## src/rtl/ds3_oh_pkg.sv

```systemverilog
package ds3_oh_pkg;

  typedef enum logic [2:0] {
    OH_NONE,
    OH_X,
    OH_P,
    OH_M,
    OH_F,
    OH_C
  } oh_kind_t;

  typedef enum logic [2:0] {
    CS_ONE,
    CS_PAR,
    CS_FEBE,
    CS_DL,
    CS_FEAC
  } csrc_t;

  // Source of a C-bit, from 0-based subframe and block index
  function automatic csrc_t c_source(input int sub, input int blk);
    csrc_t s;
    case (sub)
      0:       s = (blk == 6) ? CS_FEAC : CS_ONE;
      2:       s = CS_PAR;
      3:       s = CS_FEBE;
      4:       s = CS_DL;
      default: s = CS_ONE;
    endcase
    return s;
  endfunction

endpackage

```

## src/rtl/ds3_frame_pos.sv

```systemverilog
module ds3_frame_pos #(
  parameter int SUBFRAMES  = 7,
  parameter int BLOCKS     = 8,
  parameter int BLOCK_BITS = 85,
  localparam int SW = $clog2(SUBFRAMES),
  localparam int BW = $clog2(BLOCKS),
  localparam int OW = $clog2(BLOCK_BITS)
) (
  input  logic          clk,
  input  logic          rst_n,
  input  logic          bit_en,
  output logic [SW-1:0] sub_idx,
  output logic [BW-1:0] blk_idx,
  output logic          is_oh,
  output logic          frame_last
);

  logic [SW-1:0] sub_q, sub_d;
  logic [BW-1:0] blk_q, blk_d;
  logic [OW-1:0] off_q, off_d;
  logic          off_last, blk_last, sub_last;

  assign off_last = (off_q == OW'(BLOCK_BITS - 1));
  assign blk_last = (blk_q == BW'(BLOCKS - 1));
  assign sub_last = (sub_q == SW'(SUBFRAMES - 1));

  always_comb begin
    sub_d = sub_q;
    blk_d = blk_q;
    off_d = off_q;
    if (bit_en) begin
      if (!off_last) begin
        off_d = off_q + 1'b1;
      end else begin
        off_d = '0;
        if (!blk_last) begin
          blk_d = blk_q + 1'b1;
        end else begin
          blk_d = '0;
          sub_d = sub_last ? '0 : sub_q + 1'b1;
        end
      end
    end
  end

  always_ff @(posedge clk or negedge rst_n) begin
    if (!rst_n) begin
      sub_q <= '0;
      blk_q <= '0;
      off_q <= '0;
    end else begin
      sub_q <= sub_d;
      blk_q <= blk_d;
      off_q <= off_d;
    end
  end

  assign sub_idx    = sub_q;
  assign blk_idx    = blk_q;
  assign is_oh      = (off_q == '0);
  assign frame_last = off_last & blk_last & sub_last;


  pos_range_chk: assert property (@(posedge clk) disable iff (!rst_n)
    (int'(sub_q) < SUBFRAMES) && (int'(blk_q) < BLOCKS) && (int'(off_q) < BLOCK_BITS));


  frame_wrap_chk: assert property (@(posedge clk) disable iff (!rst_n)
    (bit_en && frame_last) |=> (sub_q == '0 && blk_q == '0 && off_q == '0));


  pos_hold_chk: assert property (@(posedge clk) disable iff (!rst_n)
    !bit_en |=> $stable({sub_q, blk_q, off_q}));

endmodule

```

## src/rtl/ds3_oh_decode.sv

```systemverilog
module ds3_oh_decode
  import ds3_oh_pkg::*;
#(
  parameter int SUBFRAMES = 7,
  parameter int BLOCKS    = 8,
  localparam int SW = $clog2(SUBFRAMES),
  localparam int BW = $clog2(BLOCKS)
) (
  input  logic [SW-1:0] sub_idx,
  input  logic [BW-1:0] blk_idx,
  input  logic          is_oh,
  output oh_kind_t      kind,
  output csrc_t         csrc,
  output logic          fix_val
);

  int sub_i, blk_i;
  assign sub_i = int'(sub_idx);
  assign blk_i = int'(blk_idx);

  always_comb begin
    kind    = OH_NONE;
    csrc    = CS_ONE;
    fix_val = 1'b1;
    if (is_oh) begin
      if (blk_i == 0) begin
        if (sub_i < 2) begin
          kind = OH_X;
        end else if (sub_i < 4) begin
          kind = OH_P;
        end else begin
          kind    = OH_M;
          fix_val = (sub_i == 5);
        end
      end else if (blk_i[0]) begin
        kind    = OH_F;
        fix_val = (blk_i == 1) || (blk_i == BLOCKS - 1);
      end else begin
        kind = OH_C;
        csrc = c_source(sub_i, blk_i);
      end
    end
  end

endmodule

```

## src/rtl/ds3_parity_track.sv

```systemverilog
module ds3_parity_track (
  input  logic clk,
  input  logic rst_n,
  input  logic bit_en,
  input  logic is_payload,
  input  logic din,
  input  logic frame_last,
  input  logic cp_err,
  output logic par_prev,
  output logic err_prev
);

  logic acc_q, acc_d, par_q, par_d;
  logic err_acc_q, err_acc_d, err_q, err_d;

  always_comb begin
    acc_d     = acc_q;
    par_d     = par_q;
    err_acc_d = err_acc_q;
    err_d     = err_q;
    if (bit_en) begin
      if (is_payload) acc_d = acc_q ^ din;
      err_acc_d = err_acc_q | cp_err;
      if (frame_last) begin
        par_d     = acc_d;
        err_d     = err_acc_d;
        acc_d     = 1'b0;
        err_acc_d = 1'b0;
      end
    end
  end

  always_ff @(posedge clk or negedge rst_n) begin
    if (!rst_n) begin
      acc_q     <= 1'b0;
      par_q     <= 1'b0;
      err_acc_q <= 1'b0;
      err_q     <= 1'b0;
    end else begin
      acc_q     <= acc_d;
      par_q     <= par_d;
      err_acc_q <= err_acc_d;
      err_q     <= err_d;
    end
  end

  assign par_prev = par_q;
  assign err_prev = err_q;


  par_hold_chk: assert property (@(posedge clk) disable iff (!rst_n)
    !(bit_en && frame_last) |=> $stable(par_q));


  err_hold_chk: assert property (@(posedge clk) disable iff (!rst_n)
    !(bit_en && frame_last) |=> $stable(err_q));


  err_seen_chk: assert property (@(posedge clk) disable iff (!rst_n)
    (bit_en && frame_last && cp_err) |=> err_q);

endmodule

```

## src/rtl/ds3_cbit_ohgen.sv

```systemverilog
module ds3_cbit_ohgen
  import ds3_oh_pkg::*;
#(
  parameter int SUBFRAMES  = 7,
  parameter int BLOCKS     = 8,
  parameter int BLOCK_BITS = 85,
  parameter int N_ALARM    = 4,
  localparam int SW = $clog2(SUBFRAMES),
  localparam int BW = $clog2(BLOCKS)
) (
  input  logic               clk,
  input  logic               rst_n,
  input  logic               bit_en,
  input  logic               data_in,
  input  logic               frame_gen_en,
  input  logic               p_gen_en,
  input  logic [N_ALARM-1:0] alarm_in,
  input  logic [N_ALARM-1:0] alarm_mask,
  input  logic               febe_auto,
  input  logic               febe_val,
  input  logic               cp_err,
  input  logic               feac_bit,
  input  logic               dl_bit,
  output logic               data_out,
  output logic               dout_vld,
  output logic               oh_stb,
  output logic               feac_stb,
  output logic               dl_stb
);

  // Reset: asserted asynchronously, released on the clock
  logic rst_meta, rst_sync;
  always_ff @(posedge clk or negedge rst_n) begin
    if (!rst_n) begin
      rst_meta <= 1'b0;
      rst_sync <= 1'b0;
    end else begin
      rst_meta <= 1'b1;
      rst_sync <= rst_meta;
    end
  end

  logic [SW-1:0] sub_idx;
  logic [BW-1:0] blk_idx;
  logic          is_oh, frame_last, fix_val;
  logic          par_prev, err_prev;
  oh_kind_t      kind;
  csrc_t         csrc;

  ds3_frame_pos #(
    .SUBFRAMES (SUBFRAMES),
    .BLOCKS    (BLOCKS),
    .BLOCK_BITS(BLOCK_BITS)
  ) u_pos (
    .clk       (clk),
    .rst_n     (rst_sync),
    .bit_en    (bit_en),
    .sub_idx   (sub_idx),
    .blk_idx   (blk_idx),
    .is_oh     (is_oh),
    .frame_last(frame_last)
  );

  ds3_oh_decode #(
    .SUBFRAMES(SUBFRAMES),
    .BLOCKS   (BLOCKS)
  ) u_dec (
    .sub_idx(sub_idx),
    .blk_idx(blk_idx),
    .is_oh  (is_oh),
    .kind   (kind),
    .csrc   (csrc),
    .fix_val(fix_val)
  );

  ds3_parity_track u_par (
    .clk       (clk),
    .rst_n     (rst_sync),
    .bit_en    (bit_en),
    .is_payload(!is_oh),
    .din       (data_in),
    .frame_last(frame_last),
    .cp_err    (cp_err),
    .par_prev  (par_prev),
    .err_prev  (err_prev)
  );

  // Overhead value selection
  logic gen_bit, c_bit, x_bit, febe_bit;

  assign x_bit    = ~|(alarm_in & alarm_mask);
  assign febe_bit = febe_auto ? ~err_prev : febe_val;

  always_comb begin
    case (csrc)
      CS_PAR:  c_bit = par_prev;
      CS_FEBE: c_bit = febe_bit;
      CS_DL:   c_bit = dl_bit;
      CS_FEAC: c_bit = feac_bit;
      default: c_bit = 1'b1;
    endcase
  end

  always_comb begin
    gen_bit = data_in;
    if (frame_gen_en) begin
      case (kind)
        OH_X:    gen_bit = x_bit;
        OH_P:    gen_bit = par_prev;
        OH_M:    gen_bit = fix_val;
        OH_F:    gen_bit = fix_val;
        OH_C:    gen_bit = c_bit;
        default: gen_bit = data_in;
      endcase
    end else if (p_gen_en && kind == OH_P) begin
      gen_bit = par_prev;
    end
  end

  // Output register with written-out clock enable
  logic dout_q, dout_d, vld_q, vld_d;

  always_comb begin
    dout_d = dout_q;
    vld_d  = bit_en;
    if (bit_en) dout_d = gen_bit;
  end

  always_ff @(posedge clk or negedge rst_sync) begin
    if (!rst_sync) begin
      dout_q <= 1'b0;
      vld_q  <= 1'b0;
    end else begin
      dout_q <= dout_d;
      vld_q  <= vld_d;
    end
  end

  assign data_out = dout_q;
  assign dout_vld = vld_q;
  assign oh_stb   = bit_en & is_oh;
  assign dl_stb   = bit_en & (kind == OH_C) & (csrc == CS_DL);
  assign feac_stb = bit_en & (kind == OH_C) & (csrc == CS_FEAC);


  payload_pass_chk: assert property (@(posedge clk) disable iff (!rst_sync)
    (bit_en && !is_oh) |=> (data_out == $past(data_in)));


  gen_off_pass_chk: assert property (@(posedge clk) disable iff (!rst_sync)
    (bit_en && !frame_gen_en && !(p_gen_en && kind == OH_P)) |=> (data_out == $past(data_in)));


  pbit_par_chk: assert property (@(posedge clk) disable iff (!rst_sync)
    (bit_en && kind == OH_P && (frame_gen_en || p_gen_en)) |=> (data_out == $past(par_prev)));


  febe_auto_chk: assert property (@(posedge clk) disable iff (!rst_sync)
    (bit_en && frame_gen_en && febe_auto && kind == OH_C && csrc == CS_FEBE)
      |=> (data_out == !$past(err_prev)));


  slot_strobe_chk: assert property (@(posedge clk) disable iff (!rst_sync)
    $onehot0({dl_stb, feac_stb}) && ((dl_stb || feac_stb) -> oh_stb));


  vld_follow_chk: assert property (@(posedge clk) disable iff (!rst_sync)
    bit_en |=> dout_vld);

endmodule

```

## config.mk

```make
export PLATFORM = sky130hd
export DESIGN_NAME = ds3_cbit_ohgen
export DESIGN_NICKNAME = d
export VERILOG_FILES = /design/src/rtl/ds3_oh_pkg.sv /design/src/rtl/ds3_frame_pos.sv /design/src/rtl/ds3_oh_decode.sv /design/src/rtl/ds3_parity_track.sv /design/src/rtl/ds3_cbit_ohgen.sv
export SDC_FILE = /design/constraint.sdc
export NUM_CORES = 1
export LEC_CHECK = 0
export BUFFER_PORTS_ARGS = -buffer_cell sky130_fd_sc_hd__buf_2
export CORE_ASPECT_RATIO = 1.1
export CORE_MARGIN = 4
export CORE_UTILIZATION = 54
export DETAILED_ROUTE_END_ITERATION = 16
export PLACE_DENSITY = 0.89
export REMOVE_ABC_BUFFERS = 1
export SYNTH_ARGS = -nofsm -noshare
export SYNTH_HDL_FRONTEND = slang
export SYNTH_SLANG_ARGS = --single-unit
```

## constraint.sdc

```tcl
create_clock -name clk -period 2.1 [get_ports clk]
set_clock_uncertainty 0.1 [all_clocks]
set_input_delay 0.42 -clock clk [delete_from_list [all_inputs] [get_ports clk]]
set_output_delay 0.42 -clock clk [all_outputs]
set_load 0.02 [all_outputs]
```

---- Word-level counts from Yosys, hierarchy flattened ----
Index checks and enable logic that the tools add are counted.
operators by class
  divide/modulo/power cells ............... 0
  order comparisons ....................... 2
  shift operators ......................... 0
  bitwise gates (word level) .............. 10
  $add $sub $neg .......................... 3
  muxes and demuxes ....................... 26
  reductions and logical operators ........ 11
  equal/unequal tests ..................... 19
  multipliers ............................. 0
operator list
  cell                                                                    count
  32-bit zero test                                                        2
  3-bit two-way mux                                                       9
  3-bit by 2-bit equality test with 1-bit output (second input constant)  8
  3-bit equality test (second input constant)                             7
  1-bit two-way mux                                                       13
  3-bit one-hot mux with 4 select lines                                   1
  3-bit by 1-bit equality test with 1-bit output (second input constant)  3
  1-bit one-hot mux with 4 select lines                                   2
  7-bit by 1-bit adder with 7-bit output (second input constant)          1
  7-bit equality test (second input constant)                             1
  7-bit zero test                                                         1
  7-bit two-way mux                                                       1
  3-bit by 1-bit adder with 3-bit output (second input constant)          2
  1-bit bitwise AND                                                       6
  4-bit bitwise AND                                                       1
  2-bit AND reduction                                                     2
  4-bit OR reduction                                                      1
  3-bit by 2-bit < comparator with 1-bit output (second input constant)   1
  3-bit < comparator (second input constant)                              1
  3-bit AND reduction                                                     1
  2-bit OR reduction                                                      1
  1-bit logical AND                                                       1
  1-bit zero test                                                         1
  1-bit logical OR                                                        1
  3 further kinds                                                         3
word-level totals
  memories kept ........................... 0
  register bits ........................... 21
  logic and storage cells ................. 82
  RAM bits ................................ 0
  output and inout bits ................... 5
  ROM bits ................................ 0
  bits of input ports ..................... 19
  latch bits .............................. 0

---- Depth between registers and ports, before layout ----
  word-level depth ........................ 10
  gate-level depth with buffers ........... 8
  gate-level depth less buffers ........... 7

---- Modules after synthesis ----
Synthesis repeated with hierarchy kept, for this count alone.
second synthesis, totals
  cells, all modules ...................... 146
  area, all modules ....................... 1361.3 µm²
modules (own cells, without submodules)
  module            times used  seq. area each (µm²)  cells each  area an instance (µm²)
  ds3_frame_pos     1           325.3                 68          701.9
  ds3_cbit_ohgen    1           100.1                 40          344.1
  ds3_parity_track  1           100.1                 18          172.7
  ds3_oh_decode     1           0.0                   20          142.6

---- Worst setup path before layout ----
Ideal clock, no wire load.
  path type ............................... register to output
  start point ............................. reg u_pos.off_q[0]
  end point ............................... out dl_stb
  arrival ................................. 1.675 ns
  cell stages (with the launch flop) ...... 8
  data required time ...................... 1.580 ns
  path slack .............................. -0.095 ns
  path buffers ............................ 0
  path through ............................ dfrtp_1 -> inv_1 -> ha_1 -> nor3b_2 -> nor4b_4 -> nand2_1 -> inv_1 -> and3_1
on the way
  cells in the longest elaborated chain, start to end .. 5
  elaborated cells on any way between the ends .. 7
  classes of those cells .................. 2 x eq/ne; 2 x mux; 2 x bitwise; 1 x reduce/logical
ends and longest elaborated chain
  item                      line                   text
  start: declaration        ds3_frame_pos.sv:20    logic [OW-1:0] off_q, off_d;
  start signal: assignment  ds3_frame_pos.sv:50    off_q <= '0;
  start signal: assignment  ds3_frame_pos.sv:54    off_q <= off_d;
  7-bit zero test (*)       ds3_frame_pos.sv:60    assign is_oh = (off_q == '0);
  3-bit two-way mux         ds3_oh_decode.sv:25    if (is_oh) begin
  3-bit equality test       ds3_cbit_ohgen.sv:142  assign dl_stb = bit_en & (kind == OH_C) & (csrc == CS_DL);
  1-bit bitwise AND         ds3_cbit_ohgen.sv:142
  1-bit bitwise AND (*)     ds3_cbit_ohgen.sv:142
  end: declaration          ds3_cbit_ohgen.sv:28   output logic dl_stb
Mark *: on every way between the ends. The rest lies on a longest branch, timed or not.

---- Worst setup path in the final report ----
Ends and elaborated chain as after synthesis.

==> flow_metrics.env <==
export IMPL_area_growth_pct=25.00
export IMPL_crit_buf_inv=3
export IMPL_async_flop_share_pct=100.0
export IMPL_ioPinCount=24
export IMPL_die_area_um2=3109
export IMPL_synth_edf_count=0
export IMPL_fp_row_count=17
export IMPL_drv_cap=0
export IMPL_clock_fmax_mhz=416.3
export IMPL_crit_family="simple AND/OR/NAND/NOR gates"
export IMPL_dieHeight_um=58.08
export IMPL_grt_max_degree=20
export IMPL_cts_num_sinks=21
export IMPL_cts_tree="yes"
export IMPL_num_antenna_cells=0
export IMPL_fin_crit_sh_pct=114.4
export IMPL_worst_hold_slack_ns=0.2336
export IMPL_ys_ff_latch=21
export IMPL_synth_area_um2=1231
export IMPL_startpoint_type="register"
export IMPL_post_drt_wl_per_cell_um=13.98
export IMPL_cp_max_fo=3
export IMPL_viasPerCell=5.697
export IMPL_initial_core_util_pct=59.06
export IMPL_power_leakage_nw=0.7311
export IMPL_synthTopCellsByArea="dfrtp_1, ha_1, o21ai_0"
export IMPL_min_path_type="reg -> async"
export IMPL_cts_htree_levels=1
export IMPL_antenna_left=0
export IMPL_drive_gt1_share_pct=28.32
export IMPL_final_cell_area_um2=1539
export IMPL_chipWidth_um=53.53
export IMPL_worst_path_max_delay_cell="dfrtp_1"
export IMPL_finalMaxSlewViolations=0
export IMPL_worst_slack_ns=-0.3022
export IMPL_utilization_pct=73.83
export IMPL_critPathCaptureType="primary output"
export IMPL_ys_types=35
export IMPL_ys_flop_type="dfrtp_1"
export IMPL_yosysWarnings=0
export IMPL_grt_usage_pct=18.80
export IMPL_first_pass_iters=4
export IMPL_relSlewSlack_pct=47.46
export IMPL_final_hold_viol_count=0
export IMPL_path_clk_slew_ns=0.11
export IMPL_crit_chain="inv_2 > ha_4 > nor3b_4 > nor4b_4 > nand2_1 > inv_2 > and3_4 > buf_6"
export IMPL_cp_required_ns=1.58
export IMPL_synth_avg_cell_area_um2=8.987
export IMPL_coreArea_um2=2085
export IMPL_tightest_slew_ns=0.7882
export IMPL_grt_overflow=0
export IMPL_crit_type="reg -> out"
export IMPL_grt_pass1_wl_mm=4.360
export IMPL_cp_arrival_ns=1.88
export IMPL_synth_top_area_share_pct=42.68
export IMPL_dpl_hpwl_mm=1.970
export IMPL_status="finished with violations"
export IMPL_gp_congestion=0.8324
export IMPL_grt_pass1_vias=1062
export IMPL_vias=1145
export IMPL_clock_latency_ns=0.30
export IMPL_root_buffer="clkbuf_4"
export IMPL_grt_setup_unrepaired="true"
export IMPL_cts_inserted_buffers=3
export IMPL_violations="negative setup slack"
export IMPL_initialDrtViolationCount=21
export IMPL_layout_commonest_cell="dfrtp_1"
export IMPL_power_density_nw_per_um2=698.9
export IMPL_p_total_mw=1.076
export IMPL_antenna_found_initial=0
export IMPL_place_area_um2=1394
export IMPL_cpMostUsedCell="inv_2"
export IMPL_port_buffers=23
export IMPL_yosysSeqAreaShare_pct=42.68
export IMPL_period_needed_ns=2.402
export IMPL_final_nets=200
export IMPL_yosysTopAreaCell="dfrtp_1"
export IMPL_cts_buffer_depth=2
export IMPL_finalWirelength_mm=2.809
export IMPL_ir_drop_v=0.0004797
export IMPL_drc_errors=0
export IMPL_final_cell_mix="dfrtp_1, buf_2, nand2_1"
export IMPL_setup_viol=3
export IMPL_postSynthCellCount=137
export IMPL_slowest_delay_ns=0.41
metal layers:
metal,vias up,track usage (%),wire [µm]
met5,-,0,0
met4,0,8.394,65
li1,555,-,-
met3,6,3.599,154
met1,546,21.11,1132
met2,38,33.45,1456
synth_stat cells, types with 2 or more instances:
cell,instances
dfrtp_1,21
nand2_1,16
nor2_1,16
o21ai_0,12
ha_1,7
inv_1,7
a21oi_1,6
nand4_1,6
nand3_1,4
and3_1,3
nand2b_1,3
nor2b_1,3
xor2_1,3
a21o_1,2
a22oi_1,2
and2_1,2
buf_2,2
clkbuf_1,2
mux2i_1,2
o31ai_1,2
or3_1,2
path summary, 6_finish.rpt:
path                            cells past startpoint  slack [ns]             end           start
worst min register to register                      0        0.23  u_pos.off_q[4]        rst_sync
worst max-delay path                                8       -0.30          dl_stb  u_pos.off_q[0]
max in group asynchronous                           0        1.18     u_par.acc_q        rst_sync
min in group clk                                    0        0.26        rst_sync        rst_meta
worst min-delay path                                0        0.23  u_pos.off_q[4]        rst_sync
worst max register to register                      9        0.08        data_out  u_pos.off_q[0]
sequential cells by signal (all words and copies together) (netlist names):
register	flops
u_pos.blk_idx	3
u_par.err_prev	1
u_par.err_acc_q	1
u_pos.off_q	7
u_par.acc_q	1
rst_sync	1
dout_vld	1
u_pos.sub_idx	3
data_out	1
u_par.par_prev	1
rst_meta	1
worst register-to-register path: stages, from the launching register on:
cell,delay (ns)
dfrtp_1,0.41
inv_2,0.09
ha_4,0.12
nor3b_4,0.20
nor4b_4,0.25
buf_4,0.15
buf_4,0.12
nand2b_4,0.13
o2111ai_1,0.11
o221a_2,0.24
cell type report:
class,instances,area [µm²]
Timing Repair Buffer,36,230.2
Tap cell,28,35.03
Sequential cell,21,525.5
Clock buffer,4,26.28
Fill cell,151,545.5
Multi-Input combinational cell,105,695.7
Inverter,7,26.28
kinds of logic (layout without fill, tap and decap cells):
family                     count (synthesis)  after routing  synth area share (%)
and+or+nand+nor                           59             59                 25.31
AOI/OAI and AO/OA                         31             31                 15.65
DFF                                       21             21                 42.68
buffers and inverters                     11             47                 3.558
adders and majority gates                  7              7                 7.113
xor gates and xnor gates                   4              4                 2.846
muxes                                      3              3                 2.541
other                                      1              1                0.3046
through the flow:
| stage | cells | TNS (ns) | setup WS [ns] |
|---|---|---|---|
| floorplan | 133 | -0.09418 | -0.09418 |
| global placement | 188 | 0 | 0.07183 |
| detailed placement | 188 | -0.006882 | -0.006882 |
| CTS | 197 | -0.4222 | -0.2092 |
| global route | 201 | -1.227 | -0.4382 |
| finish | 201 | -0.8200 | -0.3022 |
power breakdown:
part / total, mW / switching, mW / internal [mW]
Clock: 0.195 / 0.121 / 0.0742
Combinational: 0.314 / 0.133 / 0.181
Sequential: 0.567 / 0.0985 / 0.469
Total: 1.08 / 0.352 / 0.724
repair_timing:
item / CTS / global route
endpoints found under the setup margin: 3 / 4
endpoints found under the hold margin: 2 / 0
pin swaps: 2 / 0
hold buffers: 1 / 0
gates resized for setup: 8 / 6
setup buffers: 4 / 4
Note: power is estimated with default switching activity, not from simulation.
